### config.mk
export PLATFORM = sky130hd
export DESIGN_NAME = pgwalk_top
export DESIGN_NICKNAME = d
export VERILOG_FILES = /design/src/rtl/pgw_pkg.sv /design/src/rtl/pgw_entry_eval.sv /design/src/rtl/pgw_fault_reg.sv /design/src/rtl/pgw_walk_fsm.sv /design/src/rtl/pgwalk_top.sv
export SDC_FILE = /design/constraint.sdc
export NUM_CORES = 1
export LEC_CHECK = 0
export BUFFER_PORTS_ARGS = -buffer_cell sky130_fd_sc_hd__buf_2
export CORE_ASPECT_RATIO = 1.5
export CORE_UTILIZATION = 55
export DETAILED_ROUTE_END_ITERATION = 10
export GPL_TIMING_DRIVEN = 0
export PLACE_DENSITY = 0.88
export SLEW_MARGIN = 0
export SYNTH_ARGS = -nofsm -noshare
export SYNTH_HDL_FRONTEND = slang
export SYNTH_SLANG_ARGS = --single-unit
export TNS_END_PERCENT = 20
### constraint.sdc
create_clock -name clk -period 3.4 [get_ports clk]
set_input_delay 0.34 -clock clk [delete_from_list [all_inputs] [get_ports clk]]
set_output_delay 0.34 -clock clk [all_outputs]
set_load 0.05 [all_outputs]
### src/rtl/pgw_pkg.sv
package pgw_pkg;

  // Entry bit positions shared by both table levels
  localparam int unsigned BIT_P  = 0;
  localparam int unsigned BIT_RW = 1;
  localparam int unsigned BIT_US = 2;
  localparam int unsigned BIT_A  = 5;
  localparam int unsigned BIT_D  = 6;

  typedef enum logic [2:0] {
    ST_IDLE,
    ST_RD_DIR,
    ST_WR_DIR,
    ST_RD_TBL,
    ST_WR_TBL,
    ST_RESP
  } walk_st_e;

  // Packed MSB first: bit2 user, bit1 write, bit0 protection
  typedef struct packed {
    logic user;
    logic write;
    logic prot;
  } fcode_t;

endpackage

### src/rtl/pgw_entry_eval.sv
module pgw_entry_eval
  import pgw_pkg::*;
#(
  parameter int ENT_W = 32
) (
  input  logic [ENT_W-1:0] entry_i,
  input  logic             is_leaf_i,
  input  logic             write_i,
  input  logic             user_i,
  output logic             ok_o,
  output fcode_t           code_o,
  output logic [ENT_W-1:0] upd_o,
  output logic             wb_o
);

  logic present;
  logic deny_user;
  logic deny_write;
  logic [ENT_W-1:0] set_mask;

  always_comb begin
    present    = entry_i[BIT_P];
    deny_user  = user_i & ~entry_i[BIT_US];
    deny_write = user_i & write_i & ~entry_i[BIT_RW];
    ok_o       = present & ~deny_user & ~deny_write;

    code_o.user  = user_i;
    code_o.write = write_i;
    code_o.prot  = present;

    set_mask         = '0;
    set_mask[BIT_A]  = 1'b1;
    set_mask[BIT_D]  = is_leaf_i & write_i;
    upd_o            = entry_i | set_mask;
    wb_o             = (upd_o != entry_i);
  end

endmodule

### src/rtl/pgw_fault_reg.sv
module pgw_fault_reg #(
  parameter int ADDR_W = 32
) (
  input  logic              clk,
  input  logic              rst_n,
  input  logic              load_i,
  input  logic [ADDR_W-1:0] addr_i,
  output logic [ADDR_W-1:0] fault_addr_o
);

  logic [ADDR_W-1:0] fa_q;
  logic [ADDR_W-1:0] fa_n;

  always_comb begin
    fa_n = fa_q;
    if (load_i) fa_n = addr_i;
  end

  always_ff @(posedge clk or negedge rst_n) begin
    if (!rst_n) fa_q <= '0;
    else        fa_q <= fa_n;
  end

  assign fault_addr_o = fa_q;

  AST_FA_HOLD: assert property (@(posedge clk) disable iff (!rst_n)
    !load_i |=> $stable(fault_addr_o));

  AST_FA_LOAD: assert property (@(posedge clk) disable iff (!rst_n)
    load_i |=> fault_addr_o == $past(addr_i));

endmodule

### src/rtl/pgw_walk_fsm.sv
module pgw_walk_fsm
  import pgw_pkg::*;
#(
  parameter int PAGE_BITS = 12,
  parameter int IDX_BITS  = 10,
  localparam int ADDR_W   = PAGE_BITS + 2 * IDX_BITS,
  localparam int FRAME_W  = ADDR_W - PAGE_BITS,
  localparam int ENT_SH   = PAGE_BITS - IDX_BITS
) (
  input  logic              clk,
  input  logic              rst_n,
  input  logic              xlat_en_i,
  input  logic [ADDR_W-1:0] dir_base_i,
  input  logic              req_valid_i,
  output logic              req_ready_o,
  input  logic [ADDR_W-1:0] req_lin_i,
  input  logic              req_write_i,
  input  logic              req_user_i,
  output logic              resp_valid_o,
  output logic              resp_fault_o,
  output logic [2:0]        resp_code_o,
  output logic [ADDR_W-1:0] resp_phys_o,
  output logic              mem_req_o,
  output logic              mem_we_o,
  output logic [ADDR_W-1:0] mem_addr_o,
  output logic [ADDR_W-1:0] mem_wdata_o,
  input  logic              mem_ack_i,
  input  logic [ADDR_W-1:0] mem_rdata_i,
  // entry evaluation results for the word on mem_rdata_i
  output logic              leaf_o,
  output logic              wr_o,
  output logic              usr_o,
  input  logic              ok_i,
  input  fcode_t            code_i,
  input  logic [ADDR_W-1:0] upd_i,
  input  logic              wb_i,
  // fault address capture
  output logic              fa_load_o,
  output logic [ADDR_W-1:0] fa_addr_o
);

  walk_st_e           st_q,    st_n;
  logic [ADDR_W-1:0]  lin_q,   lin_n;
  logic               wr_q,    wr_n;
  logic               usr_q,   usr_n;
  logic [FRAME_W-1:0] base_q,  base_n;
  logic [FRAME_W-1:0] pde_q,   pde_n;
  logic [ADDR_W-1:0]  wb_q,    wb_n;
  logic [ADDR_W-1:0]  phys_q,  phys_n;
  logic               flt_q,   flt_n;
  fcode_t             code_q,  code_n;

  logic [ADDR_W-1:0]  dir_addr;
  logic [ADDR_W-1:0]  tbl_addr;

  assign dir_addr = {base_q, lin_q[ADDR_W-1 -: IDX_BITS], {ENT_SH{1'b0}}};
  assign tbl_addr = {pde_q, lin_q[PAGE_BITS+IDX_BITS-1 -: IDX_BITS], {ENT_SH{1'b0}}};

  // Next-state process
  always_comb begin
    st_n      = st_q;
    lin_n     = lin_q;
    wr_n      = wr_q;
    usr_n     = usr_q;
    base_n    = base_q;
    pde_n     = pde_q;
    wb_n      = wb_q;
    phys_n    = phys_q;
    flt_n     = flt_q;
    code_n    = code_q;
    fa_load_o = 1'b0;

    unique case (st_q)
      ST_IDLE: begin
        if (req_valid_i) begin
          lin_n  = req_lin_i;
          wr_n   = req_write_i;
          usr_n  = req_user_i;
          base_n = dir_base_i[ADDR_W-1:PAGE_BITS];
          flt_n  = 1'b0;
          code_n = '0;
          if (!xlat_en_i) begin
            phys_n = req_lin_i;
            st_n   = ST_RESP;
          end else begin
            st_n   = ST_RD_DIR;
          end
        end
      end
      ST_RD_DIR: begin
        if (mem_ack_i) begin
          pde_n = mem_rdata_i[ADDR_W-1:PAGE_BITS];
          if (!ok_i) begin
            flt_n     = 1'b1;
            code_n    = code_i;
            fa_load_o = 1'b1;
            st_n      = ST_RESP;
          end else if (wb_i) begin
            wb_n = upd_i;
            st_n = ST_WR_DIR;
          end else begin
            st_n = ST_RD_TBL;
          end
        end
      end
      ST_WR_DIR: begin
        if (mem_ack_i) st_n = ST_RD_TBL;
      end
      ST_RD_TBL: begin
        if (mem_ack_i) begin
          if (!ok_i) begin
            flt_n     = 1'b1;
            code_n    = code_i;
            fa_load_o = 1'b1;
            st_n      = ST_RESP;
          end else begin
            phys_n = {mem_rdata_i[ADDR_W-1:PAGE_BITS], lin_q[PAGE_BITS-1:0]};
            if (wb_i) begin
              wb_n = upd_i;
              st_n = ST_WR_TBL;
            end else begin
              st_n = ST_RESP;
            end
          end
        end
      end
      ST_WR_TBL: begin
        if (mem_ack_i) st_n = ST_RESP;
      end
      ST_RESP: begin
        st_n = ST_IDLE;
      end
      default: st_n = ST_IDLE;
    endcase
  end

  // Register process
  always_ff @(posedge clk or negedge rst_n) begin
    if (!rst_n) begin
      st_q   <= ST_IDLE;
      lin_q  <= '0;
      wr_q   <= 1'b0;
      usr_q  <= 1'b0;
      base_q <= '0;
      pde_q  <= '0;
      wb_q   <= '0;
      phys_q <= '0;
      flt_q  <= 1'b0;
      code_q <= '0;
    end else begin
      st_q   <= st_n;
      lin_q  <= lin_n;
      wr_q   <= wr_n;
      usr_q  <= usr_n;
      base_q <= base_n;
      pde_q  <= pde_n;
      wb_q   <= wb_n;
      phys_q <= phys_n;
      flt_q  <= flt_n;
      code_q <= code_n;
    end
  end

  // Outputs
  always_comb begin
    req_ready_o  = (st_q == ST_IDLE);
    resp_valid_o = (st_q == ST_RESP);
    resp_fault_o = flt_q;
    resp_code_o  = code_q;
    resp_phys_o  = phys_q;

    mem_req_o   = (st_q == ST_RD_DIR) || (st_q == ST_WR_DIR) ||
                  (st_q == ST_RD_TBL) || (st_q == ST_WR_TBL);
    mem_we_o    = (st_q == ST_WR_DIR) || (st_q == ST_WR_TBL);
    mem_addr_o  = ((st_q == ST_RD_TBL) || (st_q == ST_WR_TBL)) ? tbl_addr : dir_addr;
    mem_wdata_o = wb_q;

    leaf_o    = (st_q == ST_RD_TBL);
    wr_o      = wr_q;
    usr_o     = usr_q;
    fa_addr_o = lin_q;
  end

  AST_MEM_HOLD: assert property (@(posedge clk) disable iff (!rst_n)
    (mem_req_o && !mem_ack_i) |=> (mem_req_o && $stable(mem_addr_o) &&
      $stable(mem_we_o) && $stable(mem_wdata_o)));

  AST_RESP_PULSE: assert property (@(posedge clk) disable iff (!rst_n)
    resp_valid_o |=> !resp_valid_o);

  AST_BUSY_AFTER_ACCEPT: assert property (@(posedge clk) disable iff (!rst_n)
    (req_valid_i && req_ready_o) |=> !req_ready_o);

  AST_BYPASS_DIRECT: assert property (@(posedge clk) disable iff (!rst_n)
    (req_valid_i && req_ready_o && !xlat_en_i) |=> (resp_valid_o && !mem_req_o));

  AST_SUPER_NO_PROT: assert property (@(posedge clk) disable iff (!rst_n)
    (resp_valid_o && resp_fault_o && !resp_code_o[2]) |-> !resp_code_o[0]);

  AST_CODE_WRITE: assert property (@(posedge clk) disable iff (!rst_n)
    (resp_valid_o && resp_fault_o) |-> (resp_code_o[1] == wr_q));

  AST_FAULT_ENDS_WALK: assert property (@(posedge clk) disable iff (!rst_n)
    fa_load_o |=> (resp_valid_o && resp_fault_o && !mem_req_o));

endmodule

### src/rtl/pgwalk_top.sv
module pgwalk_top
  import pgw_pkg::*;
#(
  parameter int PAGE_BITS = 12,
  parameter int IDX_BITS  = 10,
  localparam int ADDR_W   = PAGE_BITS + 2 * IDX_BITS
) (
  input  logic              clk,
  input  logic              rst_n,
  input  logic              xlat_en_i,
  input  logic [ADDR_W-1:0] dir_base_i,
  input  logic              req_valid_i,
  output logic              req_ready_o,
  input  logic [ADDR_W-1:0] req_lin_i,
  input  logic              req_write_i,
  input  logic              req_user_i,
  output logic              resp_valid_o,
  output logic              resp_fault_o,
  output logic [2:0]        resp_code_o,
  output logic [ADDR_W-1:0] resp_phys_o,
  output logic [ADDR_W-1:0] fault_addr_o,
  output logic              mem_req_o,
  output logic              mem_we_o,
  output logic [ADDR_W-1:0] mem_addr_o,
  output logic [ADDR_W-1:0] mem_wdata_o,
  input  logic              mem_ack_i,
  input  logic [ADDR_W-1:0] mem_rdata_i
);

  logic              leaf;
  logic              wr;
  logic              usr;
  logic              ok;
  fcode_t            code;
  logic [ADDR_W-1:0] upd;
  logic              wb;
  logic              fa_load;
  logic [ADDR_W-1:0] fa_addr;

  pgw_entry_eval #(.ENT_W(ADDR_W)) u_eval (
    .entry_i   (mem_rdata_i),
    .is_leaf_i (leaf),
    .write_i   (wr),
    .user_i    (usr),
    .ok_o      (ok),
    .code_o    (code),
    .upd_o     (upd),
    .wb_o      (wb)
  );

  pgw_walk_fsm #(.PAGE_BITS(PAGE_BITS), .IDX_BITS(IDX_BITS)) u_fsm (
    .clk          (clk),
    .rst_n        (rst_n),
    .xlat_en_i    (xlat_en_i),
    .dir_base_i   (dir_base_i),
    .req_valid_i  (req_valid_i),
    .req_ready_o  (req_ready_o),
    .req_lin_i    (req_lin_i),
    .req_write_i  (req_write_i),
    .req_user_i   (req_user_i),
    .resp_valid_o (resp_valid_o),
    .resp_fault_o (resp_fault_o),
    .resp_code_o  (resp_code_o),
    .resp_phys_o  (resp_phys_o),
    .mem_req_o    (mem_req_o),
    .mem_we_o     (mem_we_o),
    .mem_addr_o   (mem_addr_o),
    .mem_wdata_o  (mem_wdata_o),
    .mem_ack_i    (mem_ack_i),
    .mem_rdata_i  (mem_rdata_i),
    .leaf_o       (leaf),
    .wr_o         (wr),
    .usr_o        (usr),
    .ok_i         (ok),
    .code_i       (code),
    .upd_i        (upd),
    .wb_i         (wb),
    .fa_load_o    (fa_load),
    .fa_addr_o    (fa_addr)
  );

  pgw_fault_reg #(.ADDR_W(ADDR_W)) u_fault (
    .clk          (clk),
    .rst_n        (rst_n),
    .load_i       (fa_load),
    .addr_i       (fa_addr),
    .fault_addr_o (fault_addr_o)
  );

endmodule

## Word-level counts from Yosys, hierarchy flattened

Cells that the tools add are included.
Widths: inputs -> output; s select.

- Reduce and logical (&&, ||, !) cells: 15
- Bitwise gates (word level): 11
- Equality and inequality tests: 15
- Multiplexer cells: 28

Operator list:

| cell | count |
|---|---|
| $mux 32 | 5 |
| $pmux 32 s2 | 1 |
| $mux 3 | 11 |
| $ne 32x32->1 | 1 |
| $or 32x7->32 | 1 |
| $pmux 3 s5 | 1 |
| $ne 2x2->1 const B | 7 |
| $reduce_and 5->1 | 2 |
| $mux 1 | 8 |
| $reduce_and 4->1 | 2 |
| $and 1x1->1 | 6 |
| $eq 3x2->1 const B | 2 |
| $eq 3x3->1 const B | 2 |
| $pmux 3 s2 | 1 |
| $logic_or 1x1->1 | 5 |
| $ne 2x1->1 const B | 2 |
| $not 1->1 | 4 |
| $reduce_and 2->1 | 2 |
| $reduce_bool 2->1 | 2 |
| $eq 3x1->1 const B | 1 |
| $logic_not 3->1 | 1 |
| $pmux 1 s2 | 1 |
| $reduce_or 2->1 | 1 |

- Register bits after elaboration: 177
- Output and inout port bits: 136
- Input bits: 103
- Word-level logic and storage cells: 82

## Longest topological paths before layout

- Depth after elaboration: 8
- Gate-level depth with buffers: 7
- Mapped depth without buffers: 4

## Hierarchy

From an unflattened synthesis, not the netlist that was laid out.

- Cells, all modules: 519
- Area total of the unflattened synthesis: 7920.1 sq um

Modules (own cells, without submodules):

| module | instances | cells each | sequential area each (sq um) | area an instance (sq um) |
|---|---|---|---|---|
| pgw_walk_fsm | 1 | 410 | 3628.5 | 6282.3 |
| pgw_fault_reg | 1 | 68 | 800.8 | 1345.0 |
| pgw_entry_eval | 1 | 41 | 0.0 | 292.8 |

## Worst setup path before layout

No wires, ideal clock.

- Path kind: register to register
- From: register u_fsm.st_q[0]
- To: register u_fsm.phys_q[10], in the netlist u_fsm.resp_phys_o[10]
- Data arrival time: 2235 ps
- Stages on the path, launching flop included: 7
- Path buffers: 2
- Library setup time: 125 ps
- Required time: 3275 ps
- Clock period less this slack: 2360 ps
- Slack: 1040 ps
- Cells stage by stage: dfrtp_1 -> buf_2 -> nor3_2 -> nand2b_1 -> a21oi_4 -> buf_12 -> mux2_4

- Longest elaborated chain between the ends: 3
- Elaborated cells between the ends (all ways): 9
- Those cells by class: eq/ne (5); mux (1); reduce/logical (3)

RTL lines:

| item | line | RTL |
|---|---|---|
| start, declared | pgw_walk_fsm.sv:42 | `walk_st_e st_q, st_n;` |
| start signal, assigned | pgw_walk_fsm.sv:151 | `st_q <= st_n;` |
| $logic_not 3->1 * | - |  |
| net req_ready_o | pgwalk_top.sv:13 | `output logic req_ready_o,` |
| $ne 2x2->1 (no line) / $reduce_bool 2->1 (equally long branches) | - |  |
| $reduce_and 5->1 (no line) | - |  |
| end signal, assigned | pgw_walk_fsm.sv:158 | `phys_q <= phys_n;` |
| end, declared | pgw_walk_fsm.sv:49 | `logic [ADDR_W-1:0] phys_q, phys_n;` |

Mark *: on every way through the listed nets, which the timed path passes. The rest lies on a longest branch.
A chain may end at the register's enable or synchronous reset.

## Final worst setup path

- From: register u_fsm.st_q[2]
- To: output mem_addr_o[16]

- Longest elaborated chain between the ends: 3
- Elaborated cells between the ends (all ways): 4
- Those cells by class: eq/ne (2); mux (1); reduce/logical (1)

RTL lines:

| item | line | RTL |
|---|---|---|
| $eq 3x2->1 / $eq 3x3->1 (equally long branches) | pgw_walk_fsm.sv:175 | `mem_addr_o = ((st_q == ST_RD_TBL) \|\| (st_q == ST_WR_TBL)) ? tbl_addr : dir_addr;` |
| $logic_or 1x1->1 * | pgw_walk_fsm.sv:175 |  |
| $mux 32 * | pgw_walk_fsm.sv:175 |  |
| end, declared | pgwalk_top.sv:24 | `output logic [ADDR_W-1:0] mem_addr_o,` |

Every way passes the cells marked *; elsewhere a longest branch is shown, timed or not.

==> impl_metrics.toml <==
[clocking]
cts_root_buffer = "clkbuf_16"
cts_buffer_depth = 2
clkLatencyLatePin_ns = 0.42
clk_pin_slew_ns = 0.07
cts_setup_buffers = 0
cts_tree = "done"
ctsResizeCount = 0
cts_made_buffers = 17
clock-sinks = 177
ctsHtreeMaxLevel = 4
cts_hold_buf = 1

[yosys]
yosysTopAreaCell = "dfrtp_1"
synth.most_common_cell = "dfrtp_1"
syn_area_um2 = 7770
synth-seq-cells = 177
synth_top_area_frac = 0.570
async_flop_share = 1.00
netlist_instances = 606
yosysSeqAreaShare = 0.570
ys.flop_type = "dfrtp_1"
synth.avg_cell_area_um2 = 12.8
synth_edf_count = 0
yosysWarnings = 0
netlist_top_cells_area = "dfrtp_1 (57%), mux2_2 (18%), nand2_1 (8.3%)"
synth_commonest_cells = "dfrtp_1 (177), nand2_1 (172), mux2_2 (122)"
synthDistinctLibCells = 43

[floorplanning]
pin_count = 239
initial_utilization = 0.569
dieArea_um2 = 14600
rows = 52
coreArea_um2 = 13700
die_w_um = 99.1
die_h_um = 148

[global_route]
globalRouteTotalUtil = 0.272
grt_max_degree = 92
antenna_found_initial = 0
grt-ovfl-total = 0
grt_pass1_vias = 5672
grt_pass1_wl_um = 30000

[placement]
port_buffers = 224
dp_hpwl_um = 13900
gp_congestion = 0.802
place_area_um2 = 9140
dpl.cell_count = 994

[worst_setup_path]
critical_path_arrival_ns = 2.40
r2r_setup_slack_ns = 1.39
required_ns = 3.06
crit_fanout = 10
critPathKind = "reg -> out"
crit_path_start_kind = "register"
endpoint_kind = "primary output"

[routing]
vias = 5474
drc = 0
wl_per_cell_um = 18.6
vias_per_cell = 5.32
wl_um = 19100
drt-initial-drc-count = 121
drtAntennaViolNets = 0
firstDrtPassIters = 4

[flow_run]
max_cap_viol_count = 0

[layout]
nets = 955
drive_gt1_frac = 0.521
syn_to_final_growth_pct = 25.0
instances_no_fill = 1028
finalInstanceArea_um2 = 9720

[sta]
fin_skew_ns = 0.0139
tightest_slew_ns = 0.654
relSlewSlack = 0.564
fin_crit_ns = 2.74
setup_violations = 0
report.final.hold_viol_count = 0
fmaxAchievable_ghz = 0.365
rsz0062_at_grt = "false"
min_period_over_period = 0.807
drv_slew = 0

[outcome]
outcome = "completed"

[min_path]
worstHoldPathType = "in -> reg"
## per-layer routing
metal,wire (um),vias up,track usage
li1,-,2535,-
met1,7760,2703,0.326
met2,9950,194,0.469
met3,816,42,0.0582
met4,586,0,0.122
met5,0,-,0
## worst paths after layout
| kind | from | end | cells after the start |
|---|---|---|---|
| min | dir_base_i[19] | u_fsm.base_q[7] | 3 |
| min reg2reg | u_fsm.mem_wdata_o[0] | u_fsm.mem_wdata_o[0] | 1 |
| max reg2reg | u_fsm.st_q[2] | u_fsm.resp_phys_o[13] | 6 |
| min in group asynchronous | rst_n | u_fsm.mem_wdata_o[18] | 2 |
| max | u_fsm.st_q[2] | mem_addr_o[16] | 6 |
| max in group asynchronous | rst_n | u_fsm.resp_phys_o[2] | 3 |
## kinds of logic (layout without fill, tap and decap cells)
| logic type | after synthesis | count (layout) | share of synthesized area |
|---|---|---|---|
| xor+xnor | 2 | 2 | 0.00225 |
| buf+inv | 39 | 297 | 0.0343 |
| other cells | 1 | 3 | 0.000482 |
| simple gates | 195 | 195 | 0.105 |
| mux | 176 | 176 | 0.269 |
| flops | 177 | 177 | 0.570 |
| compound gates | 16 | 16 | 0.0191 |
## through the flow
step	worst slack [ns]	utilization	setup TNS (ns)	hold slack (ns)
2_1_floorplan	1.04	-	0	0.0444
3_5_place_dp	1.10	0.669	0	0.381
3_3_place_gp	-0.722	0.666	-125.95	0.450
5_1_grt	0.571	0.711	0	0.0924
6_report	0.657	0.711	0	0.101
4_1_cts	0.629	0.711	0	0.0867
## critical path, cell delays in order (launching register included)
cell     delay (ns)
dfrtp_1        0.42
and3b_1        0.19
buf_4          0.18
a21oi_2        0.24
buf_2          0.35
mux2_2         0.38
buf_2          0.21
## cell usage in the layout (no fill, tap or decap), types with 4 or more instances in the layout
cell type and instances:
buf_2 241, buf_4 5, buf_6 4, clkbuf_1 5, clkbuf_16 17, clkinvlp_4 4
dfrtp_1 177, inv_6 4, mux2_1 23, mux2_2 122, mux2_4 30, nand2_1 172
## flip-flops by register name, indices dropped and copies added (netlist names)
register and flops:
u_fault.fault_addr_o 32, u_fsm.base_q 20, u_fsm.fa_addr_o 32, u_fsm.mem_wdata_o 32, u_fsm.pde_q 20, u_fsm.resp_code_o 3, u_fsm.resp_fault_o 1, u_fsm.resp_phys_o 32
u_fsm.st_q 3, u_fsm.usr_o 1, u_fsm.wr_o 1
## cell type report
type | count | area, um^2
inverter | 3 | 11.3
timing repair buffer | 226 | 1170
antenna | 1 | 2.50
multi-input combinational | 391 | 3080
sequential | 177 | 4430
clock buffer | 20 | 467
tap | 162 | 203
buffer | 36 | 255
clock inverter | 12 | 96.3
fill | 990 | 3950
Power is not shown: default switching activity piles up to over one toggle a cycle in this logic, so the estimate is an artifact.
